<file path="config.mk">
export PLATFORM = sky130hd
export DESIGN_NAME = match_timer
export DESIGN_NICKNAME = d
export VERILOG_FILES = /design/src/rtl/match_timer_pkg.sv /design/src/rtl/match_timer_dp.sv /design/src/rtl/match_timer_ctrl.sv /design/src/rtl/match_timer.sv
export SDC_FILE = /design/constraint.sdc
export NUM_CORES = 1
export LEC_CHECK = 0
export BUFFER_PORTS_ARGS = -buffer_cell sky130_fd_sc_hd__buf_4
export CAP_MARGIN = 20
export CORE_UTILIZATION = 45
export DETAILED_ROUTE_END_ITERATION = 12
export PLACE_DENSITY = 0.6
export SYNTH_ARGS = -nofsm -noshare
export SYNTH_HDL_FRONTEND = slang
export SYNTH_SLANG_ARGS = --single-unit
export TNS_END_PERCENT = 10
</file>
<file path="constraint.sdc">
create_clock -name clk -period 4.96 [get_ports clk]
set_input_delay 0.992 -clock clk [delete_from_list [all_inputs] [get_ports clk]]
set_output_delay 0.992 -clock clk [all_outputs]
set_load 0.03 [all_outputs]
</file>
<file path="src/rtl/match_timer_pkg.sv">
package match_timer_pkg;
  localparam int PRE_W = 12;
  localparam int STAT_W = 6;

  localparam logic [3:0] IDX_CTRL = 4'd0;
  localparam logic [3:0] IDX_PRE  = 4'd1;
  localparam logic [3:0] IDX_STAT = 4'd2;
  localparam logic [3:0] IDX_MASK = 4'd3;
  localparam logic [3:0] IDX_CMP  = 4'd4;
  localparam logic [3:0] IDX_CNT  = 4'd9;

  // control bit positions (decoded by software, so fixed)
  localparam int B_EN   = 0;
  localparam int B_ENM  = 1;
  localparam int B_FREE = 9;
  localparam int B_SWR  = 15;

  typedef struct packed {
    logic             clear;    // zero count and prescale phase
    logic             enable;
    logic             freeRun;
    logic [2:0]       tickSel;
    logic [PRE_W-1:0] prescale;
  } ctrlStrobe_t;
endpackage

</file>
<file path="src/rtl/match_timer_dp.sv">
module match_timer_dp
  import match_timer_pkg::*;
#(
  parameter int CNT_W = 32
) (
  input  logic             clk,
  input  logic             rstN,
  input  ctrlStrobe_t      strb,
  input  logic [CNT_W-1:0] cmpVal,
  input  logic             fastTick,
  input  logic             slowTick,
  output logic [CNT_W-1:0] count,
  output logic             matchEv,
  output logic             wrapEv
);
  logic [PRE_W-1:0] preCnt;
  logic srcTick, stepTick, preDone, advance, atCmp;

  always_comb begin
    unique case (strb.tickSel)
      3'b001, 3'b010: srcTick = fastTick;
      3'b100:         srcTick = slowTick;
      default:        srcTick = 1'b0;
    endcase
  end

  assign stepTick = strb.enable & srcTick & ~strb.clear;
  assign preDone  = (preCnt >= strb.prescale);
  assign advance  = stepTick & preDone;
  assign atCmp    = (count == cmpVal);
  assign matchEv  = advance & atCmp;
  assign wrapEv   = advance & strb.freeRun & (&count);

  always_ff @(posedge clk or negedge rstN) begin
    if (!rstN) begin
      preCnt <= '0;
      count  <= '0;
    end else if (strb.clear) begin
      preCnt <= '0;
      count  <= '0;
    end else if (stepTick) begin
      preCnt <= preDone ? '0 : preCnt + 1'b1;
      if (advance)
        count <= (!strb.freeRun && atCmp) ? '0 : count + 1'b1;
    end
  end

  assert_hold_when_idle_R4: assert property (@(posedge clk) disable iff (!rstN)
    (!advance && !strb.clear) |=> $stable(count));

  assert_restart_on_match_R5: assert property (@(posedge clk) disable iff (!rstN)
    (advance && !strb.freeRun && atCmp) |=> (count == '0));

  assert_wrap_to_zero_R6: assert property (@(posedge clk) disable iff (!rstN)
    (advance && strb.freeRun && (&count)) |=> (count == '0));
endmodule

</file>
<file path="src/rtl/match_timer_ctrl.sv">
module match_timer_ctrl
  import match_timer_pkg::*;
#(
  parameter int CNT_W = 32
) (
  input  logic             clk,
  input  logic             rstN,
  input  logic             wrEn,
  input  logic [3:0]       wordIdx,
  input  logic [31:0]      wdata,
  input  logic [CNT_W-1:0] count,
  input  logic             matchEv,
  input  logic             wrapEv,
  output ctrlStrobe_t      strb,
  output logic [CNT_W-1:0] cmpVal,
  output logic [31:0]      rdata,
  output logic             irq
);
  localparam logic [31:0] CTRL_KEEP = ~32'h0000_FC00;
  localparam logic [STAT_W-1:0] FLAG_MASK = 6'b10_0001;

  logic [31:0]       ctrlReg;
  logic [PRE_W-1:0]  preReg;
  logic [STAT_W-1:0] statReg, statNext, setMask, clrMask;
  logic [STAT_W-1:0] maskReg;
  logic [CNT_W-1:0]  cmpReg;
  logic wrCtrl, wrPre, wrStat, wrMask, wrCmp, swr, enRise;

  assign wrCtrl = wrEn && (wordIdx == IDX_CTRL);
  assign wrPre  = wrEn && (wordIdx == IDX_PRE);
  assign wrStat = wrEn && (wordIdx == IDX_STAT);
  assign wrMask = wrEn && (wordIdx == IDX_MASK);
  assign wrCmp  = wrEn && (wordIdx == IDX_CMP);
  assign swr    = wrCtrl && wdata[B_SWR];
  assign enRise = wrCtrl && wdata[B_EN] && !ctrlReg[B_EN];

  assign setMask  = {wrapEv, 4'b0000, matchEv};
  assign clrMask  = wrStat ? (wdata[STAT_W-1:0] & FLAG_MASK) : '0;
  assign statNext = swr ? '0 : ((statReg & ~clrMask) | setMask);

  always_ff @(posedge clk or negedge rstN) begin
    if (!rstN) begin
      ctrlReg <= '0;
      preReg  <= '0;
      statReg <= '0;
      maskReg <= '0;
      cmpReg  <= '1;
    end else begin
      statReg <= statNext;
      if (wrCtrl) ctrlReg <= wdata & CTRL_KEEP;
      if (swr) begin
        preReg  <= '0;
        maskReg <= '0;
        cmpReg  <= '1;
      end
      if (wrPre)  preReg  <= wdata[PRE_W-1:0];
      if (wrMask) maskReg <= wdata[STAT_W-1:0];
      if (wrCmp)  cmpReg  <= wdata[CNT_W-1:0];
    end
  end

  always_comb begin
    strb.clear    = swr || (enRise && wdata[B_ENM]) || (wrCmp && !ctrlReg[B_FREE]);
    strb.enable   = ctrlReg[B_EN];
    strb.freeRun  = ctrlReg[B_FREE];
    strb.tickSel  = ctrlReg[8:6];
    strb.prescale = preReg;
  end

  assign cmpVal = cmpReg;
  assign irq    = ctrlReg[B_EN] && |(statReg & maskReg & FLAG_MASK);

  always_comb begin
    unique case (wordIdx)
      IDX_CTRL: rdata = ctrlReg;
      IDX_PRE:  rdata = 32'(preReg);
      IDX_STAT: rdata = 32'(statReg);
      IDX_MASK: rdata = 32'(maskReg);
      IDX_CMP:  rdata = 32'(cmpReg);
      IDX_CNT:  rdata = 32'(count);
      default:  rdata = '0;
    endcase
  end

  assert_match_sets_flag_R5: assert property (@(posedge clk) disable iff (!rstN)
    matchEv |=> statReg[0]);

  assert_wrap_sets_flag_R6: assert property (@(posedge clk) disable iff (!rstN)
    wrapEv |=> statReg[5]);

  assert_w1c_clears_R7: assert property (@(posedge clk) disable iff (!rstN)
    (wrStat && wdata[0] && !matchEv) |=> !statReg[0]);

  assert_soft_reset_R11: assert property (@(posedge clk) disable iff (!rstN)
    swr |=> (preReg == '0 && maskReg == '0 && statReg == '0 && (&cmpReg)));
endmodule

</file>
<file path="src/rtl/match_timer.sv">
module match_timer
  import match_timer_pkg::*;
#(
  parameter int CNT_W = 32
) (
  input  logic        clk,
  input  logic        rstN,
  input  logic        busSel,
  input  logic        busWrite,
  input  logic [5:0]  busAddr,
  input  logic [31:0] busWdata,
  output logic [31:0] busRdata,
  input  logic        fastTick,
  input  logic        slowTick,
  output logic        irqOut
);
  ctrlStrobe_t      strb;
  logic [CNT_W-1:0] count, cmpVal;
  logic             matchEv, wrapEv;
  logic [1:0]       byteLane;

  assign byteLane = busAddr[1:0];

  match_timer_ctrl #(.CNT_W(CNT_W)) uCtrl (
    .clk(clk), .rstN(rstN),
    .wrEn(busSel && busWrite && (byteLane == 2'b00)),
    .wordIdx(busAddr[5:2]), .wdata(busWdata),
    .count(count), .matchEv(matchEv), .wrapEv(wrapEv),
    .strb(strb), .cmpVal(cmpVal), .rdata(busRdata), .irq(irqOut)
  );

  match_timer_dp #(.CNT_W(CNT_W)) uDp (
    .clk(clk), .rstN(rstN), .strb(strb), .cmpVal(cmpVal),
    .fastTick(fastTick), .slowTick(slowTick),
    .count(count), .matchEv(matchEv), .wrapEv(wrapEv)
  );
endmodule

</file>
==> impl_metrics.ini, run 1 <==
[run_status]
outcome = finished, violations left
violations = DRC

[timing]
hold_viol_final = 0
tns_ns = 0
rsz0062_at_grt = no
slew_viol_final = 0
finClkSkew_ns = 0.00441
tightest_slew_ns = 1.11
fin_ws_ns = 1.08
finalSetupViolations = 0
timing.slew.headroom_pct = 25.6
period_share_pct = 78.3
period_needed_ns = 3.88
fmax_mhz = 257

[clocking]
clkTransAtPathRegs_ns = 0.06
cts-resized-gates = 0
htree_levels = 4
clockRootBuffer = clkbuf_16
cts_hold_buffers = 0
numCtsBuffers = 17
cts_tree = yes
postCtsSetupBuffers = 0
cts_sinks = 122
clockBufferDepth = 2
worstSkewPairLatency_ns = 0.42

[die]
rows = 44
io_pins = 77
dieArea_sq_mm = 0.0156
coreArea_sq_mm = 0.0146
start_util_pct = 46.4
die_y_microns = 125
die_width_microns = 125

[finish]
nets = 805
diodes = 0
areaGrowthSynthToFinish_pct = 19.9
final_area_sq_mm = 0.00814
drive_above_1_share_pct = 25.4
post-route-util_pct = 55.6

[critical_path]
crit_path_start_kind = input pin
crit_required_ns = 3.97
cp_max_fo = 17
crit_path_end_kind = primary output
r2r_end = uDp.count[5]
r2r-start = uDp.preCnt[7]
cp.arrival_ns = 2.89
path_class = input pin to primary output
rr_worst_depth = 8
reg2reg_slack_ns = 2.08

[power]
pwr-share-comb_pct = 10.7
power_frac_clock_pct = 46.5
power_frac_seq_pct = 42.7
ir_worst_vdd_mv = 0.240
switching_power_uw = 715
p_int_mw = 2.11
p_total_mw = 2.83
cellPowerDensity_mw_per_mm2 = 347
swShare_pct = 25.3
p_leak_nw = 3.83

[routing]
wire_per_inst_microns = 20.3
drc = 4
viasPerCell = 6.15
drt-total-wl_microns = 19200
ant_nets = 0
dr.pass1.iters = 9
vias = 5810
initialDrtViolationCount = 622

[synth]
synth_cells = 686
yosys_register_bits = 122
avgSynthCellArea_sq_um = 9.90
ys_types = 59
synth_nets = 744
yosysWarnings = 0
synth_edf_count = 0
syn-cell-area_sq_mm = 0.00679
ys_seq_area_share_pct = 45.5
ys.flop_type = dfrtp_1
synthArstFlopShare_pct = 100

[worst_hold_path]
min_from = uDp.preCnt[11]
hold_path_depth = 1
hp-class = flop to flop
hold_path_end = uDp.preCnt[11]

[placed_design]
port_buffers = 76
post-place-ws_ns = 1.08
gp_congestion = 0.834
post-dp-hpwl_microns = 13500
dpl_cell_area_sq_mm = 0.00752

[grt]
grt_start_max_net_pins = 123
track_usage_pct = 25.8
grt_overflow = 0
grt_pass1_wl_microns = 31200
antenna_found_initial = 0
grt_pass1_vias = 5834

[job]
maxCapViolCount = 0
-- cells in the final DEF (no fill, tap or decap), drive strengths merged, types with 27 or more instances in the layout --
master	instances
xor2	32
dfrtp	90
dfstp	32
nand3	38
a21oi	32
buf	91
inv	35
o22a	31
o21ai	27
mux2	27
nand2	58
-- flip-flops by register name (all words and copies together), names as in the netlist --
name / flops
uCtrl.ctrlReg: 26
uCtrl.preReg: 12
uDp.count: 32
uCtrl.statReg: 2
uCtrl.maskReg: 6
uDp.preCnt: 12
uCtrl.cmpVal: 32
-- cell type report --
type                    count  area [sq um]
inverters                  34           128
clock inverters            14           198
repair buffers             91           696
multi-input cells         481          3370
clock buffers              18           429
flip-flops and latches    122          3090
well taps                 184           230
fillers                  1295          6500
-- cells by family (layout without fill, tap and decap cells) --
group	after synthesis	in the layout	share of synthesized area [%]
AND/OR/NAND/NOR	214	214	17.1
AO/OA/AOI/OAI	190	190	20.4
flip-flops	122	122	45.5
buffers and inverters	83	157	5.27
XOR/XNOR	33	33	4.25
multiplexers	30	30	4.92
adder cells (fa/ha/maj)	14	14	2.58
-- power groups by stage --
| stage | combinational, mW | sequential (mW) | clock [mW] |
|---|---|---|---|
| after floorplan | 0.186 | 1.20 | 0 |
| after global placement | 0.298 | 1.22 | 0 |
| after detailed placement | 0.307 | 1.22 | 0 |
| after CTS | 0.308 | 1.21 | 1.33 |
| after global routing | 0.336 | 1.22 | 1.38 |
| final | 0.303 | 1.21 | 1.32 |
-- per-layer routing --
layer	routed length [microns]	track usage (%)	part of all wire [%]	vias to the layer above
li1	-	-	-	2675
met3	1050	5.54	5.5	25
met5	0	0	0	-
met1	8600	34.6	45	2926
met4	376	8.54	2.0	0
met2	9150	41.7	48	184
-- critical path, stage by stage --
cell and delay [ns]:
buf_4 0.15, nor4bb_4 0.99, buf_4 0.36, a22oi_1 0.12, nand3_1 0.12, buf_4 0.16
-- worst max-delay path by stage --
stage                     startpoint          end  slack (ns)
after detailed placement  busAddr[2]  busRdata[2]        1.08
after CTS                 busAddr[2]  busRdata[2]        1.07
after global placement    busAddr[2]  busRdata[2]        1.10
after global routing      busAddr[2]  busRdata[2]        0.95
after floorplan           busAddr[2]  busRdata[1]        1.61
final                     busAddr[2]  busRdata[2]        1.08
-- per-stage QoR --
stage / cells / hold slack (ns)
floorplan: 686 / 0.454
global placement: 912 / 0.484
detailed placement: 912 / 0.489
CTS: 944 / 0.503
global route: 944 / 0.525
finish: 944 / 0.499
-- synth_stat cells, drive strengths merged (7+ instances only) --
master	count	area share (%)
nand3	38	2.8
dfstp	32	12
buf	26	2.1
dfrtp	90	33
a222oi	18	2.7
o21ai	27	2.0
a22oi	19	2.1
nand2	58	3.2
a22o	12	1.5
xor2	32	4.1
ha	14	2.6
o22a	31	4.0
mux2	27	4.5
nor2b	7	0.76
o31ai	16	1.8
and3	17	1.6
nor4	9	0.83
nor2	24	1.4
clkbuf	23	1.3
inv	34	1.9
a31oi	16	1.5
a21oi	32	2.6
or3	24	2.2
Power figures use the tool's default switching activity.
==> run 2, diff against run 1 <==
==> constraint.sdc (replaced) <==
create_clock -name clk -period 4.1 [get_ports clk]
set_input_delay 0.82 -clock clk [delete_from_list [all_inputs] [get_ports clk]]
set_output_delay 0.82 -clock clk [all_outputs]
set_load 0.03 [all_outputs]
==> run 2 against run 1 <==
  * The flow still finishes with violations (DRC)
  * Setup slack worse by 0.12 ns
  * Non-clock buffer count up 2
  * Hold slack about the same
  * First-iteration DRC count down 21%
  * Core utilization down 0.21 points
  * Clock power up 14%
  * Via count up 0.40%
  * Global-route usage up 0.48 points
  * Count of clock-buffer cells in the layout up 6
  * Largest power group unchanged
==> impl_metrics.ini, run 2 (synthesis gave the netlist of run 1 again) <==
[clocking]
clkTransAtPathRegs_ns = 0.05
cts_tree = yes
cts_sinks = 122
cts-resized-gates = 0
clockBufferDepth = 2
cts_hold_buffers = 0
worstSkewPairLatency_ns = 0.42
numCtsBuffers = 17
postCtsSetupBuffers = 0
htree_levels = 4
clockRootBuffer = clkbuf_16

[timing]
hold_viol_final = 0
whs_ns = 0.499
tns_ns = 0
fmax_mhz = 318
finalSetupViolations = 0
rsz0062_at_grt = no
period_share_pct = 76.7
tightest_slew_ns = 0.904
slew_viol_final = 0
fin_ws_ns = 0.957
timing.slew.headroom_pct = 39.7
finClkSkew_ns = 0.00588
period_needed_ns = 3.14

[placed_design]
gp_congestion = 0.930
dpl_cell_area_sq_mm = 0.00753
post-place-ws_ns = 0.976
post-dp-hpwl_microns = 13600
dpl.cell_count = 914
port_buffers = 76

[finish]
final_area_sq_mm = 0.00811
post-route-util_pct = 55.4
diodes = 0
areaGrowthSynthToFinish_pct = 19.4
drive_above_1_share_pct = 24.9
final_cell_count_no_fill = 946
nets = 807
nFillCells = 1320
mostFrequentLayoutCells = 92 x buf_4, 90 x dfrtp_1, 58 x nand2_1
final_common_cell = buf_4

[job]
maxCapViolCount = 0

[critical_path]
reg2reg_slack_ns = 1.24
path_class = input pin to primary output
crit_path_start_kind = input pin
crit_required_ns = 3.28
crit_top_cell = buf_4
rr_worst_depth = 10
cp_max_fo = 33
slowest_delay_ns = 0.45
crit_path_end_kind = primary output
critPathCapture = busRdata[5]
startpoint = busAddr[5]
r2r_end = uDp.preCnt[11]
r2r-start = uCtrl.preReg[2]
worst_path_max_delay_cell = buf_4
crit_path_cell_trace = buf_4, nor4b_4, buf_4, a22oi_1, o21ai_0, a221o_1, buf_4
cp.arrival_ns = 2.32

[die]
rows = 44
die_width_microns = 125
dieArea_sq_mm = 0.0156
coreArea_sq_mm = 0.0146
io_pins = 77
start_util_pct = 46.4
die_y_microns = 125

[grt]
grt_start_max_net_pins = 69
antenna_found_initial = 0
track_usage_pct = 26.3
grt_pass1_vias = 5871
grt_pass1_wl_microns = 31700
grt_overflow = 0

[power]
p_leak_nw = 3.84
p_total_mw = 3.33
cellPowerDensity_mw_per_mm2 = 410
ir_worst_vdd_mv = 0.323

[run_status]
violations = DRC
outcome = finished, violations left

[routing]
wire_per_inst_microns = 20.8
drc = 4
viasPerCell = 6.17
dr.pass1.iters = 10
vias = 5833
ant_nets = 0
drt-total-wl_microns = 19700
initialDrtViolationCount = 490

[worst_hold_path]
hp-class = flop to flop
## run 2: how the worst min path moves through the flow
stage / startpoint / endpoint / slack, ns / depth (start not counted)
floorplan: uDp.preCnt[11] / uDp.preCnt[11] / 0.45 / 1
global placement: uDp.preCnt[11] / uDp.preCnt[11] / 0.49 / 1
detailed placement: uCtrl.maskReg[3] / uCtrl.maskReg[3] / 0.49 / 1
CTS: uCtrl.maskReg[3] / uCtrl.maskReg[3] / 0.50 / 1
global route: uCtrl.maskReg[2] / uCtrl.maskReg[2] / 0.52 / 1
finish: uCtrl.maskReg[3] / uCtrl.maskReg[3] / 0.50 / 1
## run 2: area by class of cell
type,count,area (sq um),area share [%]
clock buffer,24,462,5.69
clock inverter,8,119,1.47
inverter,34,128,1.57
multi-input combinational,481,3370,41.5
sequential,122,3090,38.1
tap,184,230,2.84
timing repair buffer,93,711,8.76
## run 2: per-layer routing
metal	part of all wire (%)	wire length (microns)	global-route usage [%]
met1	45	8820	35.4
met2	48	9370	41.8
met3	5.2	1020	5.67
met4	2.4	476	9.54
met5	0	0	0
## run 2: worst max-delay path, delay by kind of cell
| family | cells | cell delay [ns] |
|---|---|---|
| buffers and inverters | 3 | 0.75 |
| AOI/OAI and AO/OA | 3 | 0.43 |
| and+or+nand+nor | 1 | 0.32 |
## run 2: where the power goes
part / total (mW) / internal (mW) / switching (mW) / leakage (nW)
clock network: 1.50 / 0.968 / 0.529 / 0.286
registers: 1.46 / 1.36 / 0.0981 / 1.53
logic: 0.372 / 0.174 / 0.199 / 2.03
==> run 3, diff against run 2 <==
--- a/config.mk
+++ b/config.mk
@@ -9,7 +9,7 @@
 export CAP_MARGIN = 20
 export CORE_UTILIZATION = 45
 export DETAILED_ROUTE_END_ITERATION = 12
-export PLACE_DENSITY = 0.6
+export PLACE_DENSITY = 0.62
 export SYNTH_ARGS = -nofsm -noshare
 export SYNTH_HDL_FRONTEND = slang
 export SYNTH_SLANG_ARGS = --single-unit
==> constraint.sdc (replaced) <==
create_clock -name clk -period 2.7 [get_ports clk]
set_input_delay 0.54 -clock clk [delete_from_list [all_inputs] [get_ports clk]]
set_output_delay 0.54 -clock clk [all_outputs]
set_load 0.03 [all_outputs]
==> run 3 against run 2 <==
  * The run still ends with DRC left
  * Hold slack worse by 0.40 ns
  * Cell count increased by 2.2%
  * Critical path depth grew 3
  * Global-route usage up 0.23 points
  * Clock power rose by 55%
  * Register-to-register slack lost 1.0 ns
  * Sequential share of layout area shrank 1.1 points
  * Core utilization rose by 1.6 points
  * Design area grew 3.0%
  * Largest power group unchanged
  * Largest cell class unchanged
  * Critical endpoint is now uDp.preCnt[10]
  * Non-clock buffer count grew 21
==> impl_metrics.ini, run 3 (synthesis gave the netlist of run 1 again) <==
[run_status]
outcome = finished, violations left
violations = DRC

[grt]
antenna_found_initial = 0
track_usage_pct = 26.6
grt_overflow = 0
grt_pass1_vias = 6039
grt_pass1_wl_microns = 31900
grt_start_max_net_pins = 81

[clocking]
htree_levels = 4
cts_tree = yes
worstSkewPairLatency_ns = 0.42
clkTransAtPathRegs_ns = 0.06
postCtsSetupBuffers = 0
clockRootBuffer = clkbuf_16
clockBufferDepth = 2
cts_hold_buffers = 0
numCtsBuffers = 17
cts-resized-gates = 0
cts_sinks = 122

[timing]
period_needed_ns = 2.48
hold_viol_final = 0
period_share_pct = 92.0
fmax_mhz = 402
finClkSkew_ns = 0.00721
tns_ns = 0
finalSetupViolations = 0
timing.slew.headroom_pct = 64.6
rsz0062_at_grt = no
fin_ws_ns = 0.215
slew_viol_final = 0
tightest_slew_ns = 0.530

[routing]
ant_nets = 0
dr.pass1.iters = 11
initialDrtViolationCount = 603
vias = 6045
viasPerCell = 6.25
drt-total-wl_microns = 20100
drc = 2
wire_per_inst_microns = 20.8

[power]
switching_power_mw = 1.25
p_total_mw = 5.11
power_frac_clock_pct = 45.3
pwr-share-comb_pct = 11.4
power_frac_seq_pct = 43.3
swShare_pct = 24.5
cellPowerDensity_mw_per_mm2 = 612
ir_worst_vdd_mv = 0.477
p_leak_nw = 3.99
p_int_mw = 3.86

[die]
die_y_microns = 125
rows = 44
start_util_pct = 46.4
dieArea_sq_mm = 0.0156
coreArea_sq_mm = 0.0146
die_width_microns = 125
io_pins = 77

[critical_path]
path_class = flop to flop
r2r-start = uCtrl.preReg[2]
rr_worst_depth = 10
crit_family = simple AND/OR/NAND/NOR gates
crit_path_start_kind = flop
worst_path_max_delay_cell = or3_1
slowest_delay_ns = 0.36
cp.arrival_ns = 2.85
critical_path_buf_inv_count = 2
r2r_end = uDp.preCnt[10]
cp_max_fo = 8
reg2reg_slack_ns = 0.22
crit_required_ns = 3.06
crit_top_cell = or3_1
crit_path_end_kind = flop
crit_path_cell_trace = inv_1, ha_1, a211oi_1, o21ai_1, a21oi_1, o21ai_2, buf_4, or3_1, or3_1, nand3_1

[finish]
nets = 828
mostFrequentLayoutCells = 108 x buf_4, 90 x dfrtp_1, 58 x nand2_1
final_common_cell = buf_4
areaGrowthSynthToFinish_pct = 23.0
drive_above_1_share_pct = 27.5
diodes = 0

[placed_design]
post-dp-hpwl_microns = 14000
gp_congestion = 0.846
port_buffers = 76
post-place-ws_ns = 0.175

[job]
maxCapViolCount = 0

[worst_hold_path]
hp-class = input pin to async pin
-- run 3: worst max-delay path by stage --
stage / startpoint / to / slack [ns] / depth (start not counted)
finish: uCtrl.preReg[2] / uDp.preCnt[10] / 0.22 / 10
global route: uCtrl.preReg[2] / uDp.preCnt[10] / 0.05 / 10
CTS: uDp.preCnt[7] / uDp.count[5] / 0.13 / 9
detailed placement: uDp.preCnt[7] / uDp.count[5] / 0.18 / 9
global placement: uDp.preCnt[7] / uDp.count[5] / 0.21 / 9
floorplan: busAddr[2] / busRdata[1] / 0.25 / 6
-- run 3: per-layer routing --
metal  global-route usage (%)  vias to the layer above  wire [microns]
met5                        0                        -               0
met4                     10.1                        0             485
met3                     5.28                       35            1280
met2                     42.3                      227            9460
met1                     35.8                     3055            8870
li1                         -                     2728               -
-- run 3: power groups by stage --
stage | Clock [mW] | Sequential [mW] | Combinational, mW
floorplan | 0 | 2.20 | 0.343
global placement | 0 | 2.24 | 0.570
detailed placement | 0 | 2.24 | 0.584
CTS | 2.34 | 2.21 | 0.588
global route | 2.42 | 2.24 | 0.638
finish | 2.32 | 2.21 | 0.581
-- run 3: cell type report --
type,instances,area (sq um)
well taps,184,230
flip-flops and latches,122,3090
fillers,1274,6290
repair buffers,114,931
multi-input cells,481,3370
inverters,34,128
clock inverters,9,120
clock buffers,23,478
-- run 3: per-stage QoR --
step           hold slack, ns  instances  cell area (sq um)  util, %
2_1_floorplan           0.244        686               6790        -
3_3_place_gp            0.476        935               7750     52.9
3_5_place_dp            0.489        935               7750     52.9
4_1_cts                 0.105        967               8350     57.0
5_1_grt                 0.114        967               8350     57.0
6_report                0.101        967               8350     57.0
